File: src/rtl/kctl_pkg.sv
package kctl_pkg;

  localparam int unsigned REG_W  = 32;
  localparam int unsigned LANE_N = REG_W / 8;

  // byte offsets of the host-visible words
  localparam int unsigned OFF_CTRL     = 'h00;
  localparam int unsigned OFF_GIE      = 'h04;
  localparam int unsigned OFF_IEN      = 'h08;
  localparam int unsigned OFF_IST      = 'h0C;
  localparam int unsigned OFF_DEV_LO   = 'h10;
  localparam int unsigned OFF_DEV_HI   = 'h14;
  localparam int unsigned OFF_ISA_LO   = 'h1C;
  localparam int unsigned OFF_ISA_HI   = 'h20;
  localparam int unsigned OFF_CFG_ADR  = 'h28;
  localparam int unsigned OFF_CFG_VAL  = 'h2C;
  localparam int unsigned OFF_SCR_LO   = 'h34;
  localparam int unsigned OFF_SCR_HI   = 'h38;
  localparam int unsigned OFF_MEM_LO   = 'h40;
  localparam int unsigned OFF_MEM_HI   = 'h44;

  // control word field positions
  localparam int unsigned CB_START = 0;
  localparam int unsigned CB_DONE  = 1;
  localparam int unsigned CB_IDLE  = 2;
  localparam int unsigned CB_READY = 3;
  localparam int unsigned CB_AUTO  = 7;

  localparam logic [1:0] RESP_OKAY = 2'b00;

  function automatic logic [REG_W-1:0] merge_lanes(
    input logic [REG_W-1:0]  old_v,
    input logic [REG_W-1:0]  new_v,
    input logic [LANE_N-1:0] lanes
  );
    logic [REG_W-1:0] r;
    r = old_v;
    for (int b = 0; b < int'(LANE_N); b++) begin
      if (lanes[b]) r[8*b +: 8] = new_v[8*b +: 8];
    end
    return r;
  endfunction

endpackage

File: src/rtl/kctl_wr_chan.sv
module kctl_wr_chan
  import kctl_pkg::*;
#(
  parameter int unsigned ADDR_W = 12
) (
  input  logic              clk,
  input  logic              rst_n,
  input  logic              clk_en,
  input  logic              awvalid,
  output logic              awready,
  input  logic [ADDR_W-1:0] awaddr,
  input  logic              wvalid,
  output logic              wready,
  input  logic [REG_W-1:0]  wdata,
  input  logic [LANE_N-1:0] wstrb,
  output logic              bvalid,
  input  logic              bready,
  output logic [1:0]        bresp,
  output logic              wr_fire,
  output logic [ADDR_W-1:0] wr_addr,
  output logic [REG_W-1:0]  wr_data,
  output logic [LANE_N-1:0] wr_lanes
);

  logic bvalid_q, bvalid_d;

  // address and data are taken together, and only with no response pending
  assign wr_fire  = clk_en & awvalid & wvalid & ~bvalid_q;
  assign awready  = wr_fire;
  assign wready   = wr_fire;
  assign wr_addr  = awaddr;
  assign wr_data  = wdata;
  assign wr_lanes = wstrb;

  always_comb begin
    bvalid_d = bvalid_q;
    if (clk_en) begin
      if (wr_fire)              bvalid_d = 1'b1;
      else if (bvalid_q & bready) bvalid_d = 1'b0;
    end
  end

  always_ff @(posedge clk or negedge rst_n) begin
    if (!rst_n) bvalid_q <= 1'b0;
    else        bvalid_q <= bvalid_d;
  end

  assign bvalid = bvalid_q;
  assign bresp  = RESP_OKAY;

endmodule

File: src/rtl/kctl_rd_chan.sv
module kctl_rd_chan
  import kctl_pkg::*;
#(
  parameter int unsigned ADDR_W = 12
) (
  input  logic              clk,
  input  logic              rst_n,
  input  logic              clk_en,
  input  logic              arvalid,
  output logic              arready,
  input  logic [ADDR_W-1:0] araddr,
  output logic              rvalid,
  input  logic              rready,
  output logic [REG_W-1:0]  rdata,
  output logic [1:0]        rresp,
  output logic              rd_fire,
  output logic [ADDR_W-1:0] rd_addr,
  input  logic [REG_W-1:0]  rd_value
);

  logic             rvalid_q, rvalid_d;
  logic [REG_W-1:0] rdata_q, rdata_d;

  assign rd_fire = clk_en & arvalid & ~rvalid_q;
  assign arready = rd_fire;
  assign rd_addr = araddr;

  always_comb begin
    rvalid_d = rvalid_q;
    rdata_d  = rdata_q;
    if (clk_en) begin
      if (rd_fire) begin
        rvalid_d = 1'b1;
        rdata_d  = rd_value;
      end else if (rvalid_q & rready) begin
        rvalid_d = 1'b0;
      end
    end
  end

  always_ff @(posedge clk or negedge rst_n) begin
    if (!rst_n) begin
      rvalid_q <= 1'b0;
      rdata_q  <= '0;
    end else begin
      rvalid_q <= rvalid_d;
      rdata_q  <= rdata_d;
    end
  end

  assign rvalid = rvalid_q;
  assign rdata  = rdata_q;
  assign rresp  = RESP_OKAY;

endmodule

File: src/rtl/kctl_regs.sv
module kctl_regs
  import kctl_pkg::*;
#(
  parameter int unsigned ADDR_W = 12,
  parameter int unsigned CAP_W  = 64
) (
  input  logic              clk,
  input  logic              rst_n,
  input  logic              clk_en,
  input  logic              wr_fire,
  input  logic [ADDR_W-1:0] wr_addr,
  input  logic [REG_W-1:0]  wr_data,
  input  logic [LANE_N-1:0] wr_lanes,
  input  logic              rd_fire,
  input  logic [ADDR_W-1:0] rd_addr,
  output logic [REG_W-1:0]  rd_value,
  input  logic              core_done,
  input  logic              core_idle,
  input  logic              core_ready,
  input  logic [CAP_W-1:0]  dev_caps,
  input  logic [CAP_W-1:0]  isa_caps,
  output logic              core_start,
  output logic              cfg_wr_valid,
  output logic [REG_W-1:0]  cfg_wr_addr,
  output logic [REG_W-1:0]  cfg_wr_data,
  output logic [2*REG_W-1:0] mem_base,
  output logic              irq
);

  localparam int unsigned WIDE_W = 2 * REG_W;

  function automatic logic hit(input logic [ADDR_W-1:0] a, input int unsigned off);
    return a == ADDR_W'(off);
  endfunction

  logic              start_q, start_d, auto_q, auto_d;
  logic              done_q, done_d, dprev_q, dprev_d;
  logic              gie_q, gie_d, ien_q, ien_d, ist_q, ist_d;
  logic              cval_q, cval_d;
  logic [REG_W-1:0]  cadr_q, cadr_d, cdat_q, cdat_d;
  logic [WIDE_W-1:0] scr_q, scr_d, mem_q, mem_d;
  logic              lane0;

  assign lane0 = wr_lanes[0];

  // next-state
  always_comb begin
    start_d = start_q;  auto_d = auto_q;
    done_d  = done_q;   dprev_d = dprev_q;
    gie_d   = gie_q;    ien_d  = ien_q;   ist_d = ist_q;
    cval_d  = cval_q;   cadr_d = cadr_q;  cdat_d = cdat_q;
    scr_d   = scr_q;    mem_d  = mem_q;
    if (clk_en) begin
      cval_d  = 1'b0;
      dprev_d = core_done;
      // start: core reload first, host write of 1 overrides
      if (core_ready) start_d = auto_q;
      if (wr_fire && hit(wr_addr, OFF_CTRL) && lane0) begin
        if (wr_data[CB_START]) start_d = 1'b1;
        auto_d = wr_data[CB_AUTO];
      end
      // done: read clears, core level sets (set wins)
      if (rd_fire && hit(rd_addr, OFF_CTRL)) done_d = 1'b0;
      if (core_done) done_d = 1'b1;
      if (wr_fire && hit(wr_addr, OFF_GIE) && lane0) gie_d = wr_data[0];
      if (wr_fire && hit(wr_addr, OFF_IEN) && lane0) ien_d = wr_data[0];
      if (wr_fire && hit(wr_addr, OFF_IST) && lane0 && wr_data[0]) ist_d = 1'b0;
      if (core_done && !dprev_q && ien_q) ist_d = 1'b1;
      if (wr_fire && hit(wr_addr, OFF_CFG_ADR))
        cadr_d = merge_lanes(cadr_q, wr_data, wr_lanes);
      if (wr_fire && hit(wr_addr, OFF_CFG_VAL)) begin
        cdat_d = merge_lanes(cdat_q, wr_data, wr_lanes);
        cval_d = 1'b1;
      end
      if (wr_fire && hit(wr_addr, OFF_SCR_LO))
        scr_d[REG_W-1:0] = merge_lanes(scr_q[REG_W-1:0], wr_data, wr_lanes);
      if (wr_fire && hit(wr_addr, OFF_SCR_HI))
        scr_d[WIDE_W-1:REG_W] = merge_lanes(scr_q[WIDE_W-1:REG_W], wr_data, wr_lanes);
      if (wr_fire && hit(wr_addr, OFF_MEM_LO))
        mem_d[REG_W-1:0] = merge_lanes(mem_q[REG_W-1:0], wr_data, wr_lanes);
      if (wr_fire && hit(wr_addr, OFF_MEM_HI))
        mem_d[WIDE_W-1:REG_W] = merge_lanes(mem_q[WIDE_W-1:REG_W], wr_data, wr_lanes);
    end
  end

  // registers
  always_ff @(posedge clk or negedge rst_n) begin
    if (!rst_n) begin
      start_q <= 1'b0;  auto_q <= 1'b0;
      done_q  <= 1'b0;  dprev_q <= 1'b0;
      gie_q   <= 1'b0;  ien_q  <= 1'b0;  ist_q <= 1'b0;
      cval_q  <= 1'b0;  cadr_q <= '0;    cdat_q <= '0;
      scr_q   <= '0;    mem_q  <= '0;
    end else begin
      start_q <= start_d;  auto_q <= auto_d;
      done_q  <= done_d;   dprev_q <= dprev_d;
      gie_q   <= gie_d;    ien_q  <= ien_d;   ist_q <= ist_d;
      cval_q  <= cval_d;   cadr_q <= cadr_d;  cdat_q <= cdat_d;
      scr_q   <= scr_d;    mem_q  <= mem_d;
    end
  end

  // read mux
  always_comb begin
    rd_value = '0;
    if (hit(rd_addr, OFF_CTRL)) begin
      rd_value[CB_START] = start_q;
      rd_value[CB_DONE]  = done_q;
      rd_value[CB_IDLE]  = core_idle;
      rd_value[CB_READY] = core_ready;
      rd_value[CB_AUTO]  = auto_q;
    end
    else if (hit(rd_addr, OFF_GIE))    rd_value[0] = gie_q;
    else if (hit(rd_addr, OFF_IEN))    rd_value[0] = ien_q;
    else if (hit(rd_addr, OFF_IST))    rd_value[0] = ist_q;
    else if (hit(rd_addr, OFF_DEV_LO)) rd_value = dev_caps[REG_W-1:0];
    else if (hit(rd_addr, OFF_DEV_HI)) rd_value = dev_caps[CAP_W-1:REG_W];
    else if (hit(rd_addr, OFF_ISA_LO)) rd_value = isa_caps[REG_W-1:0];
    else if (hit(rd_addr, OFF_ISA_HI)) rd_value = isa_caps[CAP_W-1:REG_W];
    else if (hit(rd_addr, OFF_SCR_LO)) rd_value = scr_q[REG_W-1:0];
    else if (hit(rd_addr, OFF_SCR_HI)) rd_value = scr_q[WIDE_W-1:REG_W];
    else if (hit(rd_addr, OFF_MEM_LO)) rd_value = mem_q[REG_W-1:0];
    else if (hit(rd_addr, OFF_MEM_HI)) rd_value = mem_q[WIDE_W-1:REG_W];
  end

  assign core_start   = start_q;
  assign cfg_wr_valid = cval_q;
  assign cfg_wr_addr  = cadr_q;
  assign cfg_wr_data  = cdat_q;
  assign mem_base     = mem_q;
  assign irq          = ist_q & gie_q;

endmodule

File: src/rtl/kctl_regfile.sv
module kctl_regfile
  import kctl_pkg::*;
#(
  parameter int unsigned ADDR_W = 12
) (
  input  logic              clk,
  input  logic              rst_n,
  input  logic              clk_en,
  input  logic              s_awvalid,
  output logic              s_awready,
  input  logic [ADDR_W-1:0] s_awaddr,
  input  logic              s_wvalid,
  output logic              s_wready,
  input  logic [31:0]       s_wdata,
  input  logic [3:0]        s_wstrb,
  output logic              s_bvalid,
  input  logic              s_bready,
  output logic [1:0]        s_bresp,
  input  logic              s_arvalid,
  output logic              s_arready,
  input  logic [ADDR_W-1:0] s_araddr,
  output logic              s_rvalid,
  input  logic              s_rready,
  output logic [31:0]       s_rdata,
  output logic [1:0]        s_rresp,
  output logic              core_start,
  input  logic              core_done,
  input  logic              core_idle,
  input  logic              core_ready,
  input  logic [63:0]       dev_caps,
  input  logic [63:0]       isa_caps,
  output logic              cfg_wr_valid,
  output logic [31:0]       cfg_wr_addr,
  output logic [31:0]       cfg_wr_data,
  output logic [63:0]       mem_base,
  output logic              irq
);

  logic              wr_fire, rd_fire;
  logic [ADDR_W-1:0] wr_addr, rd_addr;
  logic [REG_W-1:0]  wr_data, rd_value;
  logic [LANE_N-1:0] wr_lanes;

  kctl_wr_chan #(.ADDR_W(ADDR_W)) u_wr (
    .clk(clk), .rst_n(rst_n), .clk_en(clk_en),
    .awvalid(s_awvalid), .awready(s_awready), .awaddr(s_awaddr),
    .wvalid(s_wvalid), .wready(s_wready), .wdata(s_wdata), .wstrb(s_wstrb),
    .bvalid(s_bvalid), .bready(s_bready), .bresp(s_bresp),
    .wr_fire(wr_fire), .wr_addr(wr_addr), .wr_data(wr_data), .wr_lanes(wr_lanes)
  );

  kctl_rd_chan #(.ADDR_W(ADDR_W)) u_rd (
    .clk(clk), .rst_n(rst_n), .clk_en(clk_en),
    .arvalid(s_arvalid), .arready(s_arready), .araddr(s_araddr),
    .rvalid(s_rvalid), .rready(s_rready), .rdata(s_rdata), .rresp(s_rresp),
    .rd_fire(rd_fire), .rd_addr(rd_addr), .rd_value(rd_value)
  );

  kctl_regs #(.ADDR_W(ADDR_W), .CAP_W(64)) u_regs (
    .clk(clk), .rst_n(rst_n), .clk_en(clk_en),
    .wr_fire(wr_fire), .wr_addr(wr_addr), .wr_data(wr_data), .wr_lanes(wr_lanes),
    .rd_fire(rd_fire), .rd_addr(rd_addr), .rd_value(rd_value),
    .core_done(core_done), .core_idle(core_idle), .core_ready(core_ready),
    .dev_caps(dev_caps), .isa_caps(isa_caps),
    .core_start(core_start), .cfg_wr_valid(cfg_wr_valid),
    .cfg_wr_addr(cfg_wr_addr), .cfg_wr_data(cfg_wr_data),
    .mem_base(mem_base), .irq(irq)
  );

endmodule

File: config.mk
export PLATFORM = sky130hd
export DESIGN_NAME = kctl_regfile
export DESIGN_NICKNAME = d
export VERILOG_FILES = /design/src/rtl/kctl_pkg.sv /design/src/rtl/kctl_wr_chan.sv /design/src/rtl/kctl_rd_chan.sv /design/src/rtl/kctl_regs.sv /design/src/rtl/kctl_regfile.sv
export SDC_FILE = /design/constraint.sdc
export NUM_CORES = 1
export LEC_CHECK = 0
export BUFFER_PORTS_ARGS = -buffer_cell sky130_fd_sc_hd__buf_2
export CORE_ASPECT_RATIO = 1.5
export CORE_MARGIN = 10
export CORE_UTILIZATION = 40
export DETAILED_ROUTE_END_ITERATION = 10
export PLACE_DENSITY_LB_ADDON = 0.15
export RECOVER_POWER = 100
export REMOVE_ABC_BUFFERS = 1
export SETUP_SLACK_MARGIN = 0.3
export SLEW_MARGIN = 0
export SYNTH_ARGS = -nofsm -noshare
export SYNTH_HDL_FRONTEND = slang
export SYNTH_SLANG_ARGS = --single-unit
File: constraint.sdc
create_clock -name clk -period 4.4 [get_ports clk]
set_input_delay 0.22 -clock clk [delete_from_list [all_inputs] [get_ports clk]]
set_output_delay 0.22 -clock clk [all_outputs]
set_load 0.005 [all_outputs]
=== Yosys cells after proc, flatten, opt, wreduce, memory -nomap -nowiden ===
Index checks and enable logic that the tools add are counted.

* Equal/unequal tests: 20
* Multiplexer cells: 30
* Bitwise operators: 10
* Reduce and logical (&&, ||, !) cells: 57

{| class="wikitable"
|+ Operators by type and width
! cell !! count
|-
| 32-bit 2-to-1 mux || 8
|-
| 31-bit 2-to-1 mux || 3
|-
| 12-bit by 6-bit equality test with 1-bit output, second input constant || 7
|-
| 3-bit AND reduction || 24
|-
| 12-bit by 4-bit equality test with 1-bit output, second input constant || 4
|-
| 12-bit by 7-bit equality test with 1-bit output, second input constant || 4
|-
| 12-bit by 5-bit equality test with 1-bit output, second input constant || 3
|-
| 12-bit by 3-bit equality test with 1-bit output, second input constant || 2
|-
| 12-bit zero test || 2
|-
| 24-bit 2-to-1 mux || 1
|-
| 1-bit logical AND || 18
|-
| 1-bit 2-to-1 mux || 16
|-
| 2-bit AND reduction || 8
|-
| 1-bit AND || 8
|-
| 2-bit nonzero test || 4
|-
| 4-bit 2-to-1 mux || 1
|-
| 3-bit 2-to-1 mux || 1
|-
| 1-bit NOT || 2
|-
| 1-bit zero test || 1
|}

* Register bits: 234
* Input bits: 199
* Output and inout port bits: 172
* Logic and storage cells: 152

=== Logic depth before layout (Yosys ltp) ===
Gate-level depths: netlist of the first run.

* Word-level depth: 13
* Depth in mapped cells: 8
* Depth with buffers taken out: 6

=== By module ===
From an unflattened synthesis of the first run, not the netlist that was laid out.

* Cells, all modules: 975
* Area, all modules: 12288.0 um^2

{| class="wikitable"
|+ By module, submodules not included
! module !! times used !! cells each !! area an instance (um^2) !! seq. area each (um^2)
|-
| kctl_regs || 1 || 829 || 10367.4 || 5004.8
|-
| kctl_rd_chan || 1 || 88 || 1480.2 || 825.8
|-
| kctl_wr_chan || 1 || 58 || 440.4 || 25.0
|}

=== Least setup slack after synthesis of the first run ===
No wires, ideal clock.

* Kind: input to register
* From: in s_araddr[7]
* To: reg u_rd.rdata_q[7], in the netlist u_rd.rdata[7]
* Arrival: 1906 ps
* Required time: 4334 ps
* Path slack: 2429 ps
* Cell stages on the path: 6
* Path buffers: 1
* Cells stage by stage: or4_1 -> buf_2 -> or3_1 -> o32a_1 -> o221ai_1 -> a31o_1

* Longest elaborated chain between the ends: 13

{| class="wikitable"
|+ RTL lines
! what !! RTL line !! text
|-
| from (decl) || kctl_regfile.sv:21 || <nowiki>input logic [ADDR_W-1:0] s_araddr,</nowiki>
|-
| 12-bit by 7-bit equality test with 1-bit output || kctl_regs.sv:33 || <nowiki>return a == ADDR_W'(off);</nowiki>
|-
| 32-bit 2-to-1 mux || kctl_regs.sv:123 || <nowiki>else if (hit(rd_addr, OFF_MEM_HI)) rd_value = mem_q[WIDE_W-1:REG_W];</nowiki>
|-
| 32-bit 2-to-1 mux || kctl_regs.sv:122 || <nowiki>else if (hit(rd_addr, OFF_MEM_LO)) rd_value = mem_q[REG_W-1:0];</nowiki>
|-
| 32-bit 2-to-1 mux || kctl_regs.sv:121 || <nowiki>else if (hit(rd_addr, OFF_SCR_HI)) rd_value = scr_q[WIDE_W-1:REG_W];</nowiki>
|-
| 32-bit 2-to-1 mux || kctl_regs.sv:120 || <nowiki>else if (hit(rd_addr, OFF_SCR_LO)) rd_value = scr_q[REG_W-1:0];</nowiki>
|-
| 32-bit 2-to-1 mux || kctl_regs.sv:119 || <nowiki>else if (hit(rd_addr, OFF_ISA_HI)) rd_value = isa_caps[CAP_W-1:REG_W];</nowiki>
|-
| 32-bit 2-to-1 mux || kctl_regs.sv:118 || <nowiki>else if (hit(rd_addr, OFF_ISA_LO)) rd_value = isa_caps[REG_W-1:0];</nowiki>
|-
| 32-bit 2-to-1 mux || kctl_regs.sv:117 || <nowiki>else if (hit(rd_addr, OFF_DEV_HI)) rd_value = dev_caps[CAP_W-1:REG_W];</nowiki>
|-
| 32-bit 2-to-1 mux || kctl_regs.sv:116 || <nowiki>else if (hit(rd_addr, OFF_DEV_LO)) rd_value = dev_caps[REG_W-1:0];</nowiki>
|-
| 31-bit 2-to-1 mux || kctl_regs.sv:115 || <nowiki>else if (hit(rd_addr, OFF_IST)) rd_value[0] = ist_q;</nowiki>
|-
| 31-bit 2-to-1 mux || kctl_regs.sv:114 || <nowiki>else if (hit(rd_addr, OFF_IEN)) rd_value[0] = ien_q;</nowiki>
|-
| 31-bit 2-to-1 mux || kctl_regs.sv:113 || <nowiki>else if (hit(rd_addr, OFF_GIE)) rd_value[0] = gie_q;</nowiki>
|-
| 1-bit 2-to-1 mux * || kctl_regs.sv:106 || <nowiki>if (hit(rd_addr, OFF_CTRL)) begin</nowiki>
|-
| to (signal assigned) || kctl_rd_chan.sv:47 || <nowiki>rdata_q <= rdata_d;</nowiki>
|-
| to (decl) || kctl_rd_chan.sv:22 || <nowiki>logic [REG_W-1:0] rdata_q, rdata_d;</nowiki>
|}

Mark *: on every way between the ends. The rest lies on a longest branch, timed or not.
A chain may end at the register's enable or synchronous reset.

=== Worst setup path in the final report of the first run ===
* From: in s_araddr[7]
* To: reg u_rd.rdata_q[26], in the netlist u_rd.rdata[26]

* Longest elaborated chain between the ends: 13

{| class="wikitable"
|+ RTL lines
! what !! RTL line
|-
| 12-bit by 7-bit equality test with 1-bit output || kctl_regs.sv:33
|-
| 32-bit 2-to-1 mux || kctl_regs.sv:123
|-
| 32-bit 2-to-1 mux || kctl_regs.sv:122
|-
| 32-bit 2-to-1 mux || kctl_regs.sv:121
|-
| 32-bit 2-to-1 mux || kctl_regs.sv:120
|-
| 32-bit 2-to-1 mux || kctl_regs.sv:119
|-
| 32-bit 2-to-1 mux || kctl_regs.sv:118
|-
| 32-bit 2-to-1 mux || kctl_regs.sv:117
|-
| 32-bit 2-to-1 mux || kctl_regs.sv:116
|-
| 31-bit 2-to-1 mux || kctl_regs.sv:115
|-
| 31-bit 2-to-1 mux || kctl_regs.sv:114
|-
| 31-bit 2-to-1 mux || kctl_regs.sv:113
|-
| 24-bit 2-to-1 mux * || kctl_regs.sv:106
|}

Marked as above.

==> flow_summary.yaml, run 1 <==
finish:
  finalNonFillerCells: 1697
  final_area_um2: 14400
  final_layout_size_suffix_gt1_frac: 0.355
  fillers: 2543
  syn2layout_area_growth_pct: 29.4
  nets: 1531
  final_util: 0.527
pwr:
  switchingPower_w: 0.00108
  ir_worst_vdd_mv: 0.288
  leakagePower_nw: 6.82
  power_density_nw_per_um2: 323
  swShare: 0.231
  clock_power_share: 0.468
  combPwrFrac: 0.069
  p_int_w: 0.00359
  seq_power_share: 0.463
  finalPower_w: 0.00467
place:
  io_buffer_count: 366
  dp_slack_ns: 1.39
  dp_hpwl_mm: 30.3
  dpl_cell_area_um2: 13300
  gp_congestion: 0.812
  dp_cells: 1600
critical_path:
  required_ns: 4.81
  cp-end-kind: "register"
  arrival_ns: 3.68
  start_kind: "input port"
  criticalPathCategory: "in -> reg"
  crit_buf_inv: 2
  max_stage_delay_ns: 1.11
  crit_fanout: 21
  path_cells: "buf_2, or4_1, nor2_1, a21oi_4, o211ai_1, o21ai_0, dlygate4sd3_1"
  cpMaxStageDelayCell: "nor2_1"
  crit_family: "simple AND/OR/NAND/NOR gates"
cts:
  cts_setup_buffers: 0
  clkSinkCount: 234
  cts_buffer_depth: 3
  clkLatencyLatePin_ns: 0.53
  cts_max_level: 1
  path_clk_slew_ns: 0.06
  cts_made_buffers: 25
  tritoncts: "done"
  clock-root-buffer: "clkbuf_16"
yosys:
  yosysMostFrequentCell: "dfrtp_1"
  synth-seq-cells: 234
  synth_top_area_share: 0.524
  ys.flop_type: "dfrtp_1"
  synthTopCellsByArea: "dfrtp_1 52%, mux2_2 20%, nand2_1 2.7%"
  yosysTopAreaCell: "dfrtp_1"
  seq_area_frac_synth: 0.524
  syn_avg_cell_area_um2: 11.8
  synth_edf_count: 0
  synth_cell_types: 54
  yosys-top-cells-count: "234 x dfrtp_1, 195 x mux2_2, 81 x nand2_1, 55 x clkbuf_1, 46 x o21ai_0"
  synthesis.area_um2: 11200
  yosysWarnings: 0
  synth_cells: 950
  async_flop_share: 1.00
global_route:
  grt_pass1_vias: 10400
  grt_util_all_layers: 0.243
  antenna_found_initial: 14
  grt_first_pass_wirelength_mm: 65.1
  overflow: 0
  grt_max_degree: 125
route:
  wl_mm: 44.2
  via_per_inst: 5.81
  num_vias: 9860
  drt_first_pass_iters: 5
  wl_per_cell_um: 26.1
  drc: 0
  drt_iter0_markers: 581
  ant_nets: 0
timing:
  timing.final.crit_share: 0.744
  max_freq_mhz: 305
  slew_headroom: -0.389
  setup_viol: 0
  tightest_slew_ns: 2.08
  final-hold-violation-count: 0
  timing.final.ws_setup_ns: 1.12
  period_minus_slack_ns: 3.28
  finClkSkew_ns: 0.0107
  slew_violations: 142
  rsz0062_at_grt: "no"
outcome:
  violations: "capacitance limit, slew limit"
  status: "complete, but fails checks"
floorplanning:
  die_h_um: 225
  rows: 74
  fp.coreArea_um2: 27400
  io_pins: 371
  initial_core_util: 0.407
  die_w_um: 156
  die_area_um2: 35100
hold_path:
  hp-class: "in -> reg"
flow_run:
  cap_violations: 3
## metal layers
layer | GRT usage | vias to the layer above | part of all wire
li1 | - | 4416 | -
met1 | 0.279 | 4963 | 0.38
met2 | 0.432 | 394 | 0.52
met3 | 0.0632 | 73 | 0.076
met4 | 0.0715 | 14 | 0.025
met5 | 0 | - | 0.0018
## metrics by stage
stage / setup TNS [ns] / hold WS, ns
2_1_floorplan: -0.570 / -0.0756
3_3_place_gp: 0 / 0.401
3_5_place_dp: 0 / 0.417
4_1_cts: 0 / 0.000930
5_1_grt: 0 / 0.0142
6_report: 0 / 0.0157
## power by group through the flow
stage	Sequential [W]	Combinational [W]	Clock, W
2_1_floorplan	0.00220	0.0000706	0
3_3_place_gp	0.00220	0.000294	0
3_5_place_dp	0.00220	0.000297	0
4_1_cts	0.00216	0.000329	0.00223
5_1_grt	0.00216	0.000355	0.00230
6_report	0.00216	0.000322	0.00218
## timing repair
| item | 4_1_cts | 5_1_grt |
|---|---|---|
| hold buffers | 47 | 0 |
| endpoints found under the hold margin | 198 | 0 |
| gates resized for setup | 0 | 0 |
## flip-flops by register name (all words and copies together) (netlist names)
signal / cells
u_rd.rdata: 32
u_rd.rvalid: 1
u_regs.auto_q: 1
u_regs.cfg_wr_addr: 32
u_regs.cfg_wr_data: 32
u_regs.cfg_wr_valid: 1
u_regs.core_start: 1
u_regs.done_q: 1
u_regs.dprev_q: 1
u_regs.gie_q: 1
u_regs.ien_q: 1
u_regs.ist_q: 1
u_regs.mem_base: 64
u_regs.scr_q: 64
u_wr.bvalid: 1
## worst min-delay path, stage by stage
cell	delay [ns]
buf_2	0.07
o211ai_1	0.09
o21ai_1	0.12
## final timing paths
path	endpoint	cells after the start	slack, ns	from
min reg2reg	u_regs.cfg_wr_valid	1	0.50	u_regs.cfg_wr_valid
max in group asynchronous	u_regs.scr_q[54]	3	1.43	rst_n
max reg2reg	u_rd.rdata[2]	6	1.19	u_rd.rvalid
min	u_rd.rdata[10]	3	0.02	isa_caps[42]
min in group asynchronous	u_regs.cfg_wr_data[9]	2	0.35	rst_n
max	u_rd.rdata[26]	7	1.12	s_araddr[7]
## kinds of logic after synthesis
logic type / share of synthesized area
other: 0.000336
AO/OA/AOI/OAI: 0.159
multiplexers: 0.200
AND/OR/NAND/NOR: 0.0841
buffers and inverters: 0.0322
flip-flops: 0.524
## placed cells by master (no fill, tap or decap), drive strengths merged, types with 4 or more instances in the layout
cell type,synthesis,routed
nor2,8,8
dlygate4sd3,0,47
o21ai,77,77
o22ai,32,32
nand2,81,81
nor3b,4,4
a221oi,34,34
a21oi,4,4
a221o,30,30
nand3,22,22
mux2,195,195
and2,10,10
clkbuf,55,195
buf,23,226
o2111ai,10,10
inv,7,7
nor4,9,9
a22oi,28,28
diode,0,7
o211ai,21,21
nor3,16,16
conb,1,4
dfrtp,234,234
mux2i,4,4
## area by class of cell
| class | instances | area (µm²) | share of cell area |
|---|---|---|---|
| repair buffers | 430 | 2240 | 0.155 |
| diodes | 7 | 17.5 | 0.00121 |
| well taps | 342 | 428 | 0.0296 |
| clock buffers | 38 | 764 | 0.0529 |
| clock inverters | 5 | 77.6 | 0.00537 |
| multi-input cells | 634 | 5030 | 0.349 |
| inverters | 7 | 26.3 | 0.00182 |
| flip-flops and latches | 234 | 5860 | 0.405 |
Power figures use the tool's default switching activity.
==> inputs of run 2 (changes only) <==
==> constraint.sdc (replaced) <==
create_clock -name clk -period 2.8 [get_ports clk]
set_input_delay 0.14 -clock clk [delete_from_list [all_inputs] [get_ports clk]]
set_output_delay 0.14 -clock clk [all_outputs]
set_load 0.005 [all_outputs]
==> run 2 against run 1 <==
- the run still ends with capacitance limit, slew limit left
- clock power rose by 50%
- via count rose by 2.9%
- combinational power rose by 80%
- power is 55% higher
- register-to-register slack got worse by 0.94 ns
- largest cell class unchanged
- largest power group is now registers
==> flow_summary.yaml, run 2 (same netlist as run 1, synthesis figures left out) <==
critical_path:
  start_kind: "register"
  rrSetupSlack_ns: 0.25
  required_ns: 3.24
  r2r-start: "u_rd.rvalid"
  crit_family: "compound AO/OA/AOI/OAI gates"
  criticalPathCategory: "reg -> reg"
  arrival_ns: 2.99
  crit_fanout: 21
  crit_buf_inv: 0
  cpMaxStageDelayCell: "a21oi_2"
  cp-end-kind: "register"
  path_cells: "or2_4, a21oi_2, o211ai_1, o21ai_0"
  r2r-end: "u_rd.rdata[31]"
  max_stage_delay_ns: 1.16
  reg2reg_depth: 4
finish:
  final_area_um2: 15100
  multi_input_area_um2: 5040
  syn2layout_area_growth_pct: 35.4
  fillers: 2491
  finalNonFillerCells: 1766
  final_layout_size_suffix_gt1_frac: 0.348
  final_cell_mix: "234 x dfrtp_1, 206 x buf_2, 195 x mux2_2"
  nets: 1605
  final_common_cell: "dfrtp_1"
  seq_area_um2: 5860
outcome:
  status: "complete, but fails checks"
  violations: "capacitance limit, slew limit"
route:
  drt_iter0_markers: 544
  num_vias: 10100
  ant_nets: 0
  drc: 0
  wl_per_cell_um: 25.2
  via_per_inst: 5.75
  drt_first_pass_iters: 6
  wl_mm: 44.6
global_route:
  grt_util_all_layers: 0.248
  overflow: 0
  grt_max_degree: 78
  antenna_found_initial: 10
  grt_pass1_vias: 10900
  grt-busiest-layer: "met2"
  grt_first_pass_wirelength_mm: 67.2
  grtUsageMet1: 0.289
  met2_usage: 0.430
  use_met3: 0.0588
timing:
  timing.final.ws_setup_ns: 0.249
  max_freq_mhz: 392
  slew_violations: 99
  slew_headroom: -0.380
  finClkSkew_ns: 0.00723
  timing.final.crit_share: 0.911
  rsz0062_at_grt: "yes"
  worst_hold_slack_ns: 0.00851
  tightest_slew_ns: 2.07
  setup_viol: 0
  final-hold-violation-count: 0
  period_minus_slack_ns: 2.55
pwr:
  power_density_nw_per_um2: 479
  ir_worst_vdd_mv: 0.425
  p_int_w: 0.00556
  swShare: 0.232
  combPwrFrac: 0.080
  clock_power_share: 0.451
  seq_power_share: 0.469
  leakagePower_nw: 7.13
  finalPower_w: 0.00724
  switchingPower_w: 0.00168
cts:
  path_clk_slew_ns: 0.06
  clock-root-buffer: "clkbuf_16"
  cts_made_buffers: 24
  tritoncts: "done"
  clkLatencyLatePin_ns: 0.52
  clkSinkCount: 234
  cts_buffer_depth: 3
  cts_max_level: 1
floorplanning:
  die_area_um2: 35100
  die_h_um: 225
  io_pins: 371
  rows: 74
  initial_core_util: 0.407
  fp.coreArea_um2: 27400
  die_w_um: 156
place:
  dp_hpwl_mm: 31.3
  dp_cells: 1620
  dpl_cell_area_um2: 13500
  gp_congestion: 0.850
  io_buffer_count: 366
  dp_slack_ns: 0.287
flow_run:
  cap_violations: 2
hold_path:
  hold_path_depth: 3
  hold_end: "u_rd.rdata[28]"
  min_from: "isa_caps[60]"
  hp-class: "in -> reg"
## run 2: worst max path at each step
stage	from	end	slack, ns	cells past startpoint
global route	u_rd.rvalid	u_rd.rdata[31]	0.12	4
floorplan	s_araddr[3]	u_rd.rdata[10]	-1.54	5
CTS	u_wr.bvalid	u_regs.cfg_wr_data[18]	0.30	5
global placement	s_awaddr[9]	u_regs.cfg_wr_addr[11]	0.31	6
finish	u_rd.rvalid	u_rd.rdata[31]	0.25	4
detailed placement	s_awaddr[9]	u_regs.cfg_wr_data[18]	0.29	6
## run 2: cell type report
class                           instances  area share
Sequential cell                       234       0.387
Multi-Input combinational cell        634       0.333
Timing Repair Buffer                  505       0.197
Clock buffer                           34      0.0463
Tap cell                              342      0.0283
Clock inverter                          7     0.00588
Inverter                                7     0.00174
Antenna cell                            3    0.000497
## run 2: repair_timing
| action | 4_1_cts | 5_1_grt |
|---|---|---|
| resized for setup | 0 | 15 |
| hold buffers | 102 | 0 |
| buffers inserted | 0 | 0 |
| hold endpoints to repair | 301 | 0 |
| setup endpoints to repair | 0 | 83 |
## run 2: metrics by stage
stage	setup TNS (ns)	utilization
6_report	0	0.552
5_1_grt	0	0.551
4_1_cts	0	0.559
3_5_place_dp	0	0.493
3_3_place_gp	0	0.493
2_1_floorplan	-46.21	-
## run 2: power groups by stage
stage	Combinational [W]	Clock, W	Sequential [W]
detailed placement	0.000484	0	0.00346
global placement	0.000481	0	0.00346
floorplan	0.000111	0	0.00346
global route	0.000636	0.00345	0.00339
finish	0.000578	0.00327	0.00340
CTS	0.000586	0.00333	0.00339
## run 2: tightest hold or removal path, stage by stage
cell and delay (ns):
buf_2 0.09, o2111ai_1 0.11, o21ai_1 0.15
## run 2: routing by layer
metal | wire (µm) | share of wire
met5 | 81 | 0.0018
met2 | 22500 | 0.51
met3 | 3350 | 0.075
met4 | 1580 | 0.035
met1 | 17000 | 0.38
